==> config.mk <==
export PLATFORM = sky130hd
export DESIGN_NAME = cache_op_seq
export DESIGN_NICKNAME = d
export VERILOG_FILES = /design/src/rtl/cop_pkg.sv /design/src/rtl/cop_decode.sv /design/src/rtl/cop_line_cmp.sv /design/src/rtl/cop_touch_buf.sv /design/src/rtl/cache_op_seq.sv
export SDC_FILE = /design/constraint.sdc
export NUM_CORES = 1
export LEC_CHECK = 0
export BUFFER_PORTS_ARGS = -buffer_cell sky130_fd_sc_hd__buf_4
export CAP_MARGIN = 0
export CORE_UTILIZATION = 35
export CTS_BUF_LIST = sky130_fd_sc_hd__clkbuf_16
export DETAILED_ROUTE_END_ITERATION = 6
export HOLD_SLACK_MARGIN = 0.05
export PLACE_DENSITY = 0.68
export SKIP_CTS_REPAIR_TIMING = 1
export SYNTH_ARGS = -nofsm -noshare
export SYNTH_HDL_FRONTEND = slang
export SYNTH_HIERARCHICAL = 1
export SYNTH_SLANG_ARGS = --single-unit
==> constraint.sdc <==
create_clock -name clk_i -period 2.7 [get_ports clk_i]
set_input_delay 0.27 -clock clk_i [delete_from_list [all_inputs] [get_ports clk_i]]
set_output_delay 0.27 -clock clk_i [all_outputs]
set_load 0.1 [all_outputs]
==> src/rtl/cop_pkg.sv <==
package cop_pkg;
  typedef enum logic [2:0] {
    OP_SYNC, OP_ICBI, OP_DCBI, OP_DCBF, OP_DCBST, OP_DCBZ, OP_DCBT, OP_DCBTST
  } op_e;

  typedef enum logic [1:0] {
    LS_INV = 2'd0, LS_EXC = 2'd1, LS_MOD = 2'd2
  } lst_e;

  typedef enum logic [2:0] {
    BO_NONE, BO_READ, BO_RWITM, BO_WRITE, BO_WWK, BO_KILL, BO_FLUSH, BO_CLEAN
  } bop_e;

  typedef enum logic [1:0] {
    PH_IDLE, PH_EXEC, PH_BUS
  } ph_e;
endpackage

==> src/rtl/cop_decode.sv <==
module cop_decode
  import cop_pkg::*;
(
  input  op_e  op_i,
  input  lst_e st_i,
  input  logic bcast_i,
  output bop_e bop_o,
  output lst_e nxt_o
);
  logic is_mod, is_inv;
  assign is_mod = (st_i == LS_MOD);
  assign is_inv = (st_i == LS_INV);

  always_comb begin
    bop_o = BO_NONE;
    nxt_o = st_i;
    case (op_i)
      OP_SYNC: ;
      OP_ICBI: nxt_o = LS_INV;
      OP_DCBI: begin
        nxt_o = LS_INV;
        if (bcast_i) bop_o = BO_KILL;
      end
      OP_DCBF: begin
        nxt_o = LS_INV;
        if (is_mod)       bop_o = BO_WWK;
        else if (bcast_i) bop_o = BO_FLUSH;
      end
      OP_DCBST: begin
        if (is_mod) begin
          bop_o = BO_WRITE;
          nxt_o = LS_EXC;
        end else if (bcast_i) begin
          bop_o = BO_CLEAN;
        end
      end
      OP_DCBZ: begin
        bop_o = BO_KILL;
        nxt_o = LS_MOD;
      end
      OP_DCBT:   if (is_inv) bop_o = BO_READ;
      OP_DCBTST: if (is_inv) bop_o = BO_RWITM;
      default: ;
    endcase
  end
endmodule

==> src/rtl/cop_line_cmp.sv <==
module cop_line_cmp #(
  parameter int TW = 27
) (
  input  logic [TW-1:0] a_i,
  input  logic [TW-1:0] b_i,
  output logic          eq_o
);
  assign eq_o = (a_i == b_i);
endmodule

==> src/rtl/cop_touch_buf.sv <==
module cop_touch_buf #(
  parameter int TW = 27
) (
  input  logic          clk_i,
  input  logic          rst_ni,
  input  logic          set_i,
  input  logic [TW-1:0] set_tag_i,
  input  logic          kill_i,
  input  logic [TW-1:0] kill_tag_i,
  output logic          vld_o,
  output logic [TW-1:0] tag_o
);
  logic hit;

  cop_line_cmp #(.TW(TW)) u_cmp (
    .a_i  (tag_o),
    .b_i  (kill_tag_i),
    .eq_o (hit)
  );

  always_ff @(posedge clk_i or negedge rst_ni) begin
    if (!rst_ni) begin
      vld_o <= 1'b0;
      tag_o <= '0;
    end else if (set_i) begin
      vld_o <= 1'b1;
      tag_o <= set_tag_i;
    end else if (kill_i && hit) begin
      vld_o <= 1'b0;
    end
  end
endmodule

==> src/rtl/cache_op_seq.sv <==
module cache_op_seq
  import cop_pkg::*;
#(
  parameter int AW  = 32,
  parameter int OFF = 5
) (
  input  logic          clk_i,
  input  logic          rst_ni,
  input  logic          bcast_en_i,
  input  logic          op_valid_i,
  output logic          op_ready_o,
  input  logic [2:0]    op_code_i,
  input  logic [AW-1:0] op_addr_i,
  input  logic          mq_idle_i,
  output logic [AW-1:0] lk_addr_o,
  input  logic [1:0]    lk_state_i,
  output logic          upd_valid_o,
  output logic          upd_icache_o,
  output logic [AW-1:0] upd_addr_o,
  output logic [1:0]    upd_state_o,
  output logic          bus_req_o,
  output logic [2:0]    bus_op_o,
  output logic [AW-1:0] bus_addr_o,
  input  logic          bus_ack_i,
  input  logic          snp_kill_i,
  input  logic [AW-1:0] snp_addr_i,
  output logic          inv_valid_o,
  output logic [AW-1:0] inv_addr_o,
  output logic          touch_vld_o,
  output logic [AW-1:0] touch_addr_o
);
  localparam int TW = AW - OFF;

  ph_e           ph_q;
  op_e           op_q;
  lst_e          st_q;
  bop_e          bop_q;
  logic [AW-1:0] addr_q;

  bop_e          bop_w;
  lst_e          nxt_w;
  logic          hit_new, hit_cur, done, accept, touch_set;
  logic [TW-1:0] touch_tag;

  cop_decode u_dec (
    .op_i    (op_q),
    .st_i    (st_q),
    .bcast_i (bcast_en_i),
    .bop_o   (bop_w),
    .nxt_o   (nxt_w)
  );

  cop_line_cmp #(.TW(TW)) u_cmp_new (
    .a_i  (op_addr_i[AW-1:OFF]),
    .b_i  (snp_addr_i[AW-1:OFF]),
    .eq_o (hit_new)
  );

  cop_line_cmp #(.TW(TW)) u_cmp_cur (
    .a_i  (addr_q[AW-1:OFF]),
    .b_i  (snp_addr_i[AW-1:OFF]),
    .eq_o (hit_cur)
  );

  assign accept = op_valid_i && op_ready_o;

  always_comb begin
    done = 1'b0;
    case (ph_q)
      PH_EXEC: done = (op_q == OP_SYNC) ? mq_idle_i : (bop_w == BO_NONE);
      PH_BUS:  done = bus_ack_i;
      default: done = 1'b0;
    endcase
  end

  always_ff @(posedge clk_i or negedge rst_ni) begin
    if (!rst_ni) begin
      ph_q   <= PH_IDLE;
      op_q   <= OP_SYNC;
      st_q   <= LS_INV;
      bop_q  <= BO_NONE;
      addr_q <= '0;
    end else begin
      case (ph_q)
        PH_IDLE: if (accept) begin
          op_q   <= op_e'(op_code_i);
          addr_q <= op_addr_i;
          st_q   <= (snp_kill_i && hit_new) ? LS_INV : lst_e'(lk_state_i);
          ph_q   <= PH_EXEC;
        end
        PH_EXEC: begin
          if (done) begin
            ph_q <= PH_IDLE;
          end else if (op_q != OP_SYNC) begin
            bop_q <= bop_w;
            ph_q  <= PH_BUS;
          end
        end
        PH_BUS: if (done) ph_q <= PH_IDLE;
        default: ph_q <= PH_IDLE;
      endcase
      // kill on the in-flight line: continue as if Invalid
      if (ph_q != PH_IDLE && snp_kill_i && hit_cur) st_q <= LS_INV;
    end
  end

  assign op_ready_o   = (ph_q == PH_IDLE);
  assign lk_addr_o    = op_addr_i;

  assign upd_valid_o  = done && ((op_q == OP_ICBI) || (nxt_w != st_q));
  assign upd_icache_o = (op_q == OP_ICBI);
  assign upd_addr_o   = addr_q;
  assign upd_state_o  = nxt_w;

  assign bus_req_o    = (ph_q == PH_BUS);
  assign bus_op_o     = bop_q;
  assign bus_addr_o   = addr_q;

  assign inv_valid_o  = snp_kill_i;
  assign inv_addr_o   = snp_addr_i;

  assign touch_set = (ph_q == PH_BUS) && bus_ack_i &&
                     ((bop_q == BO_READ) || (bop_q == BO_RWITM));

  cop_touch_buf #(.TW(TW)) u_touch (
    .clk_i      (clk_i),
    .rst_ni     (rst_ni),
    .set_i      (touch_set),
    .set_tag_i  (addr_q[AW-1:OFF]),
    .kill_i     (snp_kill_i),
    .kill_tag_i (snp_addr_i[AW-1:OFF]),
    .vld_o      (touch_vld_o),
    .tag_o      (touch_tag)
  );

  assign touch_addr_o = {touch_tag, {OFF{1'b0}}};
endmodule

== Word-level counts from Yosys, hierarchy flattened ==
Index checks and enable logic that the tools add are counted.
Cells by class
  equality and inequality tests: 19
  mux-type cells: 23
  bitwise operators: 1
  reduce and logical (&&, ||, !) cells: 24
Operator list (number)
  27-bit == test: 3
  2-bit two-way mux: 10
  3-bit one-hot mux with 6 select lines: 1
  3-bit two-way mux: 5
  3-bit == test (second input constant): 4
  2-bit one-hot mux with 3 select lines: 2
  3-bit by 2-bit == test with 1-bit output (second input constant): 3
  1-bit logical AND: 8
  2-bit nonzero test: 4
  3-bit by 1-bit == test with 1-bit output (second input constant): 2
  3-bit zero test: 2
  3-bit AND reduction: 2
  2-bit == test (second input constant): 2
  2-bit zero test: 2
  1-bit two-way mux: 4
  2-bit by 1-bit != test with 1-bit output (second input constant): 2
  2-bit AND reduction: 2
  3-bit != test (second input constant): 1
  3-bit nonzero test: 1
  3-bit OR reduction: 1
  2-bit by 1-bit == test with 1-bit output (second input constant): 1
  1-bit logical OR: 2
  2-bit != test: 1
  1-bit one-hot mux with 2 select lines: 1
  1-bit inverter: 1
Word-level totals
  bits in registers: 70
  output and inout port bits: 171
  word-level logic and storage cells: 74

== Depth between registers and ports, before layout ==
Gate-level depths: netlist of the first run.
  depth in word-level cells: 8
  depth in mapped cells: 8

== Cells and area by module ==
Netlist of the first run, hierarchy kept.
Modules (own cells, without submodules)
  cache_op_seq: instances 1, cells each 226, area each 2571.2 sq um
  cop_touch_buf: instances 1, cells each 60, area each 1138.6 sq um
  cop_line_cmp: instances 3, cells each 36, area each 297.8 sq um
  cop_decode: instances 1, cells each 28, area each 173.9 sq um

== Least setup slack after synthesis of the first run ==
OpenSTA, ideal clock, no wires.
  path type: reg-to-output
  start point: register op_q[2]
  end point: output upd_valid_o
  arrival: 5408 ps
  data required time: 2430 ps
  setup slack: -2978 ps
  stages on the path, launching flop included: 7
  cells stage by stage: dfrtp_1 > buf_6 > a21oi_1 > o31ai_1 > xor2_1 > nor3_1 > nor3_1
Between the ends
  longest elaborated chain between the ends: 6
RTL lines
  from (decl): line cache_op_seq.sv:35  | op_e op_q;
  from (signal assigned): line cache_op_seq.sv:86  | op_q <= op_e'(op_code_i);
  3-bit by 1-bit == test with 1-bit output / 3-bit by 2-bit == test with 1-bit output (equally long branches): line cop_decode.sv:17  | case (op_i)
  3-bit OR reduction (no line)
  2-bit one-hot mux with 3 select lines (*): line cop_decode.sv:17
  via upd_state_o[0]: line cache_op_seq.sv:20  | output logic [1:0] upd_state_o,
  2-bit != test (*): line cache_op_seq.sv:110  | assign upd_valid_o = done && ((op_q == OP_ICBI) || (nxt_w != st_q));
  1-bit logical OR (*): line cache_op_seq.sv:110
  1-bit logical AND (*): line cache_op_seq.sv:110
  to (decl): line cache_op_seq.sv:17  | output logic upd_valid_o,
Mark *: on every way through the listed nets, which the timed path passes. The rest lies on a longest branch.

== Worst setup path after layout of the first run ==
  start point: register st_q[1]
  end point: output upd_valid_o
Between the ends
  longest elaborated chain between the ends: 7
RTL lines
  from (decl): line cache_op_seq.sv:36  | lst_e st_q;
  from (signal assigned): line cache_op_seq.sv:88  | st_q <= (snp_kill_i && hit_new) ? LS_INV : lst_e'(lk_state_i);
  2-bit == test / 2-bit zero test (equally long branches): line cop_decode.sv:11, cop_decode.sv:12
  3-bit two-way mux (tied with other cells): line cop_decode.sv:30  | if (is_mod) begin
  3-bit one-hot mux with 6 select lines (*): line cop_decode.sv:17
  via bop_w[0]: line cache_op_seq.sv:40  | bop_e bop_w;
  3-bit zero test (*): line cache_op_seq.sv:70  | PH_EXEC: done = (op_q == OP_SYNC) ? mq_idle_i : (bop_w == BO_NONE);
  1-bit two-way mux (*): line cache_op_seq.sv:70
  1-bit one-hot mux with 2 select lines (*): line cache_op_seq.sv:69  | case (ph_q)
  1-bit logical AND (*): line cache_op_seq.sv:110
Marked as above.

==> out/qor.txt, run 1 <==
First-pass GRT wire length = 19400 µm
Worst Hold Class = in -> async
Ys async rst share = 100%
Crit path max fanout = 8
Vias = 3531
Number of fill cells = 1228
Initial Util = 35.9%
Final Hold Viols = 0
Area of the die = 14100 µm²
CTS tree = done
Global Route Usage Sum = 18.1%
Final Cell Area = 6300 µm²
H-tree depth = 3
GRT busiest layer = met2
Fin crit period = 2.59 ns
Setup crit start kind = register
Port bufs = 231
Met2 Resource Use GR = 30.8%
Maximum clock frequency = 385 MHz
Area growth syn-to-layout = 31.8%
Measured slew at the worst slew-check pin = 0.953 ns
Top delay family on crit path = simple AND/OR/NAND/NOR gates
Period utilization = 96.1%
Critical path's slowest cell = dfrtp_2
Max transition margin = 36.5%
Die W = 119 µm
CP Buf/Inv Count = 1
Gpl congestion = 0.888
Initial DRC Count = 143
Top Ports = 247
Worst stage delay on the critical path = 0.47 ns
Via density = 4.77
Met3 Use GR = 3.69%
Number of global-route vias before repair = 3453
Crit Path Category = reg -> out
Fin Hold WS = 0.0752 ns
Worst-skew pair later-pin latency = 0.34 ns
Largest net degree at the start of global routing = 71
Yosys warns = 6
ANT nets after route = 0
GRT overflow = 0
Final HPWL DP = 9790 µm
Drt wl/cell = 17.3 µm
Synthesized area per cell = 11.3 µm²
Most used cell, CP = nor3_1
Mapped Cells = 422
Detailed Routing Iterations Pass 1 = 4
CP endpoint kind = output pin
Max_cap viols = 0
Synth Cell Area = 4780 µm²
CP arrival = 2.32 ns
# setup viols final = 0
Sink Count = 70
Clock Path Buffers = 2
Fin Clk Skew = 0.00851 ns
Sequence of cells on the critical path = nor2b_2, nor3_1, o32ai_2, nor3_1, mux2_4, a21oi_1, nor3_4, buf_8
Core Box Area = 13300 µm²
Clock tree root buffer cell = clkbuf_16
Post-layout nets = 638
Antenna Cells = 0
Grt met1 use = 22.1%
Flip-flop and latch count after synthesis = 70
Synth unique cells = 41
RSZ-0062 raised after global routing = false
Die Span Y = 119 µm
# rows = 42
Clock buffers created by TritonCTS = 9
Residual DRC = 0
Final core utilization = 47.4%
Seq/Total Area, Yosys = 36.7%
WL final = 12800 µm
Post-place instance area = 6000 µm²
Layout cells sized above 1 = 59.0%
Top FF cell, synth = dfrtp_1
Initial antenna violation count = 0
Clock slew at reported path FFs = 0.06 ns
Number of synthesized flops with an enable pin = 0
Outcome = completed
CP required = 2.43 ns
Final Max Slew Viols = 0
-- cells in the mapped netlist, types with 5 or more instances --
| master | n | share of area, % |
|---|---|---|
| xor2_1 | 50 | 9.2 |
| a21oi_1 | 9 | 0.94 |
| nand4_1 | 10 | 1.3 |
| xnor2_1 | 34 | 6.2 |
| inv_1 | 5 | 0.39 |
| dfrtp_1 | 70 | 37 |
| buf_2 | 5 | 0.52 |
| mux2_2 | 46 | 11 |
| mux2_4 | 21 | 6.6 |
| nand3_1 | 6 | 0.63 |
| nor4_1 | 12 | 1.6 |
| buf_4 | 102 | 16 |
| nor3_1 | 5 | 0.52 |
-- routing by layer --
metal  share of wire [%]  wire, µm
met1                  41      5290
met2                  50      6390
met5                   0         0
met4                 2.4       311
met3                 6.4       825
-- layout make-up --
type	instances	area [µm²]	share of cell area (%)
clock inverter	7	56.3	0.894
inverter	5	18.8	0.298
clock buffer	9	225	3.58
tap	176	220	3.50
multi-input combinational	240	2240	35.6
sequential	70	1760	27.9
timing repair buffer	233	1780	28.3
-- path summary, 6_finish.rpt --
check,startpoint,endpoint,slack (ns),cells after the start
worst max-delay path,st_q[1],upd_valid_o,0.11,8
worst max register to register,bus_addr_o[18],st_q[1],0.50,7
max in group asynchronous,rst_ni,op_q[2],1.92,1
worst min register to register,u_touch/vld_o,u_touch/vld_o,0.48,1
worst min-delay path,rst_ni,bus_addr_o[12],0.08,1
min in group clk_i,lk_state_i[0],st_q[0],0.17,2
-- flip-flops by register name, summed over array words and instances, names as in the netlist --
name,count
bus_addr_o,32
u_touch/tag_o,27
bus_op_o,3
op_q,3
ph_q,2
st_q,2
u_touch/vld_o,1
-- kinds of logic (layout without fill, tap and decap cells) --
family / Yosys count / count (layout) / share of synthesized area (%)
compound gates: 25 / 25 / 3.72
xor+xnor: 84 / 84 / 15.4
fa+ha+maj: 3 / 3 / 0.786
buf+inv: 116 / 254 / 18.3
flops: 70 / 70 / 36.7
mux: 68 / 68 / 17.7
other cells: 1 / 5 / 0.0785
simple gates: 55 / 55 / 7.44
-- cell usage in the layout (no fill, tap or decap), types with 2 or more instances in the layout --
master | Yosys | layout
nor4_1 | 12 | 12
nor3_1 | 5 | 3
inv_1 | 5 | 6
nor3_4 | 1 | 2
buf_4 | 102 | 230
xnor2_1 | 34 | 34
dfrtp_2 | 0 | 4
clkinv_2 | 0 | 3
clkbuf_16 | 0 | 9
ha_1 | 3 | 3
nor2_1 | 3 | 3
nand2b_1 | 2 | 2
nand2_1 | 4 | 3
o211ai_1 | 3 | 3
o22ai_1 | 2 | 2
a22o_1 | 2 | 2
nand3_1 | 6 | 6
mux2_4 | 21 | 21
buf_12 | 2 | 2
nor4_2 | 3 | 3
conb_1 | 1 | 5
clkinv_1 | 0 | 2
dfrtp_1 | 70 | 66
mux2_2 | 46 | 46
a21oi_1 | 9 | 8
xor2_1 | 50 | 50
nand4_1 | 10 | 10
-- stage by stage --
step,TNS [ns],worst slack [ns],std cells
floorplan,-0.250,-0.250,426
global placement,0,0.483,724
detailed placement,0,0.352,724
CTS,-0.0161,-0.0161,740
global route,0,0.0474,740
finish,0,0.106,740
Power of run 1 is not shown: default switching activity piles up to over one toggle a cycle in this logic, so the estimate is an artifact.
==> run 2: changes to the inputs <==
--- a/config.mk
+++ b/config.mk
@@ -7,11 +7,11 @@
 export LEC_CHECK = 0
 export BUFFER_PORTS_ARGS = -buffer_cell sky130_fd_sc_hd__buf_4
 export CAP_MARGIN = 0
-export CORE_UTILIZATION = 35
+export CORE_UTILIZATION = 30
 export CTS_BUF_LIST = sky130_fd_sc_hd__clkbuf_16
 export DETAILED_ROUTE_END_ITERATION = 6
 export HOLD_SLACK_MARGIN = 0.05
-export PLACE_DENSITY = 0.68
+export PLACE_DENSITY = 0.61
 export SKIP_CTS_REPAIR_TIMING = 1
 export SYNTH_ARGS = -nofsm -noshare
 export SYNTH_HDL_FRONTEND = slang
==> run 2 against run 1 <==
Global-route usage is 2.7 points lower. First-iteration DRC count is 66% lower. Worst hold slack improved by 0.0016 ns. Register-to-register slack got worse by 0.02 ns. Flip-flop and latch count stayed put. Die area grew 16%. Critical path depth unchanged. Core utilization is 5.9 points lower. Clock skew is 0.0015 ns higher. Setup slack lost 0.020 ns. Non-clock buffer count unchanged. Sequential share of layout area down 0.30 points. Critical path type unchanged. Highest routed layer unchanged.
==> out/qor.txt, run 2 (synthesis gave the netlist of run 1 again) <==
Max_cap viols = 0 (unchanged)
Number of fill cells = 1515 (+23%)
First-pass GRT wire length = 19000 µm (-1.7%)
Number of flip-flops in the largest register = 32 (unchanged)
WL final = 12700 µm (-0.90%)
Final Hold Viols = 0 (unchanged)
# setup viols final = 0 (unchanged)
Die W = 128 µm (+7.9%)
Max transition margin = 38.1% (+1.6 points)
Top Ports = 247 (unchanged)
Most frequent cells in the layout = buf_4 (230), dfrtp_1 (66), xor2_1 (50), mux2_2 (46), xnor2_1 (34)
Met2 Resource Use GR = 26.8% (-4.0 points)
Core Box Area = 15400 µm² (+16%)
Clock buffers created by TritonCTS = 9 (unchanged)
Grt met1 use = 18.7% (-3.4 points)
Via density = 4.48 (-6.1%)
Sink Count = 70 (unchanged)
Clock slew at reported path FFs = 0.06 ns (about the same)
Antenna Cells = 0 (unchanged)
RSZ-0062 raised after global routing = false
Period utilization = 96.8% (+0.73 points)
Measured slew at the worst slew-check pin = 0.929 ns (-0.0245 ns)
Layout cells sized above 1 = 58.9% (-0.18 points)
Area growth syn-to-layout = 33.3%
Initial antenna violation count = 0 (unchanged)
Worst stage delay on the critical path = 0.48 ns (about the same)
Worst-skew pair later-pin latency = 0.33 ns (about the same)
Outcome = completed
Final HPWL DP = 9690 µm (-1.1%)
Residual DRC = 0 (unchanged)
CP arrival = 2.34 ns (+0.02 ns)
Clock tree root buffer cell = clkbuf_16
CP endpoint kind = output pin
Die Span Y = 128 µm (+7.9%)
CTS tree = done
GRT overflow = 0 (unchanged)
Critical path's slowest cell = dfrtp_1
Reg-to-reg startpoint = bus_addr_o[7]
R2r worst-path depth = 7 (unchanged)
Detailed Routing Iterations Pass 1 = 4 (unchanged)
Placed insts = 759 (+4.8%)
Global Route Usage Sum = 15.4% (-2.7 points)
Crit path from = st_q[0]
Gpl congestion = 0.847 (-4.7%)
FF/Latch Area = 1760 µm² (unchanged)
H-tree depth = 3 (unchanged)
Worst Hold Class = in -> async
# rows = 45 (+7.1%)
Initial Util = 31.1% (-4.9 points)
Fin cells = 775 (+4.7%)
Post-layout nets = 638 (unchanged)
Fin crit period = 2.61 ns (+0.0198 ns)
Vias = 3474 (-1.6%)
Clock Path Buffers = 2 (unchanged)
Initial DRC Count = 49 (-66%)
ANT nets after route = 0 (unchanged)
CP required = 2.43 ns (about the same)
Final Max Slew Viols = 0 (unchanged)
Crit Path Category = reg -> out
Area of the multi-input gates = 2230 µm² (-0.34%)
Fin Clk Skew = 0.0100 ns (+0.00150 ns)
GRT busiest layer = met2
Drt wl/cell = 16.4 µm (-5.4%)
Port bufs = 231 (unchanged)
Maximum clock frequency = 383 MHz (-0.76%)
Sequence of cells on the critical path = nor2_1, mux2i_1, o32ai_1, nor3_1, mux2_4, a21oi_1, nor3_4, buf_8
Crit path max fanout = 8 (unchanged)
Area of the die = 16400 µm² (+16%)
Setup crit start kind = register
Met3 Use GR = 4.01% (+0.32 points)
Number of global-route vias before repair = 3462 (+0.26%)
Largest net degree at the start of global routing = 71 (unchanged)
Leading cell type in the layout, fill and taps excluded = buf_4
## run 2: cell types whose count changed in the layout (fill, tap and decap cells not counted), sizes merged
cell	previous run	this run
clkinv	5	3
inv	6	7
bufinv	1	2
## run 2: final timing paths
path                                     to  slack, ns
setup reg to reg                    st_q[0]       0.48
setup / recovery                upd_valid_o       0.09
min in group clk_i            bus_addr_o[4]       0.18
max in group asynchronous           op_q[0]       1.95
hold reg to reg               u_touch/vld_o       0.54
hold / removal             u_touch/tag_o[2]       0.08
## run 2: final cells by class
cell class	instances	share of cell area (%)
multi-input cells	240	35.1
clock buffers	9	3.54
inverters	5	0.295
well taps	211	4.15
clock inverters	7	1.40
repair buffers	233	28.0
flip-flops and latches	70	27.6
## run 2: through the flow
stage | hold slack (ns) | setup slack [ns] | area [µm²] | util [%] | setup TNS, ns
finish | 0.0768 | 0.0860 | 6370 | 41.4 | 0
CTS | 0.123 | 0.0402 | 6360 | 41.4 | 0
detailed placement | 0.483 | 0.399 | 6040 | 39.3 | 0
global placement | 0.476 | 0.458 | 6040 | 39.3 | 0
global route | 0.156 | 0.0249 | 6370 | 41.4 | 0
floorplan | -0.0256 | -0.250 | 4860 | - | -0.250
## run 2: routing by layer
layer,routed length (µm),part of all wire (%),up-vias
li1,-,-,1618
met3,813,6.4,10
met5,0,0,-
met2,6500,51,151
met1,5280,42,1695
met4,95,0.75,0
## run 2: critical path: cells and delay by family (launching register included)
family	cells	cell delay, ns
AOI/OAI and AO/OA	2	0.58
buffers and inverters	1	0.18
DFF	1	0.48
muxes	2	0.42
and+or+nand+nor	3	0.37
Power of run 2 is left out for the same reason.
==> run 3: changes to the inputs <==
--- a/config.mk
+++ b/config.mk
@@ -5,13 +5,14 @@
 export SDC_FILE = /design/constraint.sdc
 export NUM_CORES = 1
 export LEC_CHECK = 0
+export ABC_AREA = 1
 export BUFFER_PORTS_ARGS = -buffer_cell sky130_fd_sc_hd__buf_4
 export CAP_MARGIN = 0
 export CORE_UTILIZATION = 30
 export CTS_BUF_LIST = sky130_fd_sc_hd__clkbuf_16
 export DETAILED_ROUTE_END_ITERATION = 6
 export HOLD_SLACK_MARGIN = 0.05
-export PLACE_DENSITY = 0.61
+export PLACE_DENSITY = 0.59
 export SKIP_CTS_REPAIR_TIMING = 1
 export SYNTH_ARGS = -nofsm -noshare
 export SYNTH_HDL_FRONTEND = slang
==> run 3 against run 2 <==
Sequential share of layout area down 1.8 points. Clock skew decreased by 0.0039 ns. Setup slack improved by 0.16 ns. Register-to-register slack gained 0.36 ns. Final area rose by 6.9%. Flip-flop and latch count stayed put. Non-clock buffer count grew 2. Via count rose by 42%. Final cell count up 54%. Routed wire length increased by 15%. Count of clock-buffer cells in the layout unchanged. Worst hold slack gained 0.012 ns.
==> out/qor.txt, run 3 <==
Number of fill cells = 1863 (+23%)
Detailed Routing Iterations Pass 1 = 4 (unchanged)
Maximum clock frequency = 407 MHz (+6.4%)
Antenna Cells = 0 (unchanged)
Worst Hold Class = in -> async
CP endpoint kind = output pin
Seq/Total Area, Yosys = 32.8% (-3.8 points)
Top Ports = 247 (unchanged)
Final Max Slew Viols = 0 (unchanged)
Clock tree root buffer cell = clkbuf_16
Setup TNS = 0 ns (unchanged)
Clock Path Buffers = 2 (unchanged)
CTS tree = done
Gpl congestion = 0.757 (-11%)
# setup viols final = 0 (unchanged)
Fin crit period = 2.46 ns (-0.157 ns)
Synth unique cells = 24 (-41%)
Residual DRC = 0 (unchanged)
Initial antenna violation count = 0 (unchanged)
Final HPWL DP = 10800 µm (+12%)
H-tree depth = 3 (unchanged)
CP arrival = 2.19 ns (-0.15 ns)
GRT overflow = 0 (unchanged)
Mapped Cells = 830 (+97%)
Core Box Area = 17400 µm² (+13%)
Flip-flop and latch count after synthesis = 70 (unchanged)
CP required = 2.43 ns (about the same)
Via density = 4.14 (-7.6%)
Outcome = completed
Measured slew at the worst slew-check pin = 0.961 ns (+0.0320 ns)
Vias = 4950 (+42%)
Clock buffers created by TritonCTS = 9 (unchanged)
Area of the die = 18300 µm² (+12%)
Initial DRC Count = 198 (+300%)
Cell with the most instances after synthesis = nand2_1
Placed insts = 1180 (+55%)
Drt wl/cell = 12.2 µm (-25%)
Largest area contributor in the netlist = dfrtp_1
Fin Clk Skew = 0.00610 ns (-0.00391 ns)
Worst-skew pair later-pin latency = 0.33 ns (about the same)
Post-layout nets = 1045 (+64%)
Final Hold Viols = 0 (unchanged)
Crit path max fanout = 7 (-1)
Sink Count = 70 (unchanged)
Synthesized area per cell = 6.43 µm² (-43%)
Largest net degree at the start of global routing = 71 (unchanged)
Max_cap viols = 0 (unchanged)
Number of flip-flops in the largest register = 32 (unchanged)
Initial Util = 30.7% (-0.33 points)
ANT nets after route = 0 (unchanged)
Setup crit start kind = register
Leading cell type in the layout, fill and taps excluded = nand2_1
Synth top area cells = dfrtp_1 (33%), nand2_1 (27%), buf_4 (15%)
WL final = 14600 µm (+15%)
Period utilization = 91.0% (-5.8 points)
Die W = 135 µm (+5.6%)
Top FF cell, synth = dfrtp_1
Max transition margin = 35.9% (-2.1 points)
Crit Path Category = reg -> out
Number of global-route vias before repair = 4430 (+28%)
First-pass GRT wire length = 22500 µm (+18%)
# rows = 48 (+6.7%)
Yosys top cell area share = 32.8% (-3.8 points)
Yosys warns = 6 (unchanged)
Area of the multi-input gates = 2320 µm² (+4.1%)
Global Route Usage Sum = 16.0% (+0.62 points)
Port bufs = 231 (unchanged)
Fin cells = 1195 (+54%)
Layout cells sized above 1 = 28.2% (-31 points)
Die Span Y = 135 µm (+5.6%)
Clock slew at reported path FFs = 0.06 ns (about the same)
RSZ-0062 raised after global routing = false
Most frequent cells in the layout = nand2_1 (376), buf_4 (235), inv_1 (112), dfrtp_1 (70), nor2_1 (68)
FF/Latch Area = 1750 µm² (-0.28%)
Synth Cell Area = 5340 µm² (+12%)
Most instantiated cells after synthesis = nand2_1 (377), inv_1 (110), buf_4 (107)
Area growth syn-to-layout = 27.5%
Ys async rst share = 100% (unchanged)
Number of synthesized flops with an enable pin = 0 (unchanged)
==> run 3: layout make-up <==
class	count	share of cell area (%)
Clock buffer	9	3.31
Sequential cell	70	25.7
Inverter	114	6.40
Clock inverter	6	0.349
Tap cell	225	4.14
Timing Repair Buffer	235	25.9
Multi-Input combinational cell	536	34.1
==> run 3: logic make-up (layout without fill, tap and decap cells) <==
logic type / after synthesis / after routing / share of synthesized area (%)
AOI/OAI and AO/OA: 10 / 10 / 0.961
xor gates and xnor gates: 30 / 30 / 4.92
adders and majority gates: 3 / 3 / 0.703
buffers and inverters: 228 / 364 / 24.3
DFF: 70 / 70 / 32.8
other: 1 / 5 / 0.0703
and+or+nand+nor: 488 / 488 / 36.2
==> run 3: layer usage <==
metal | vias up | global-route usage [%] | part of all wire [%]
met5 | - | 0 | 0
met4 | 0 | 4.06 | 1.0
met3 | 13 | 4.04 | 6.8
met2 | 167 | 27.3 | 48
met1 | 2182 | 20.1 | 44
li1 | 2588 | - | -
==> run 3: stage by stage <==
step	instance area, µm²	setup slack [ns]	utilization, %	hold slack, ns
6_report	6810	0.243	39.2	0.0888
5_1_grt	6810	0.0716	39.2	0.131
4_1_cts	6810	0.242	39.2	0.125
3_5_place_dp	6560	0.621	37.8	0.463
3_3_place_gp	6560	0.648	37.8	0.456
2_1_floorplan	5370	0.0439	-	-0.0256
==> run 3: worst paths after layout <==
| path | startpoint | end | slack [ns] | cells past startpoint |
|---|---|---|---|---|
| worst max-delay path | op_q[1] | upd_valid_o | 0.24 | 13 |
| worst min-delay path | rst_ni | bus_addr_o[10] | 0.09 | 1 |
| worst max register to register | ph_q[0] | op_q[2] | 0.84 | 7 |
| worst min register to register | u_touch/vld_o | u_touch/vld_o | 0.48 | 2 |
| max in group asynchronous | rst_ni | u_touch/tag_o[11] | 2.00 | 1 |
| min in group clk_i | op_addr_i[1] | bus_addr_o[1] | 0.14 | 3 |
==> run 3: critical path: stages, from the launching register on <==
cell and delay (ns):
dfrtp_1 0.50, inv_2 0.08, nand2_2 0.11, nor2_2 0.05, nor2_2 0.12, nand3_1 0.09, nor2_1 0.09, nand2_1 0.05
nand2_1 0.06, nand3_1 0.06, nand2_1 0.08, nand2_2 0.10, a31oi_4 0.15, buf_4 0.31
Power of run 3 is left out for the same reason.
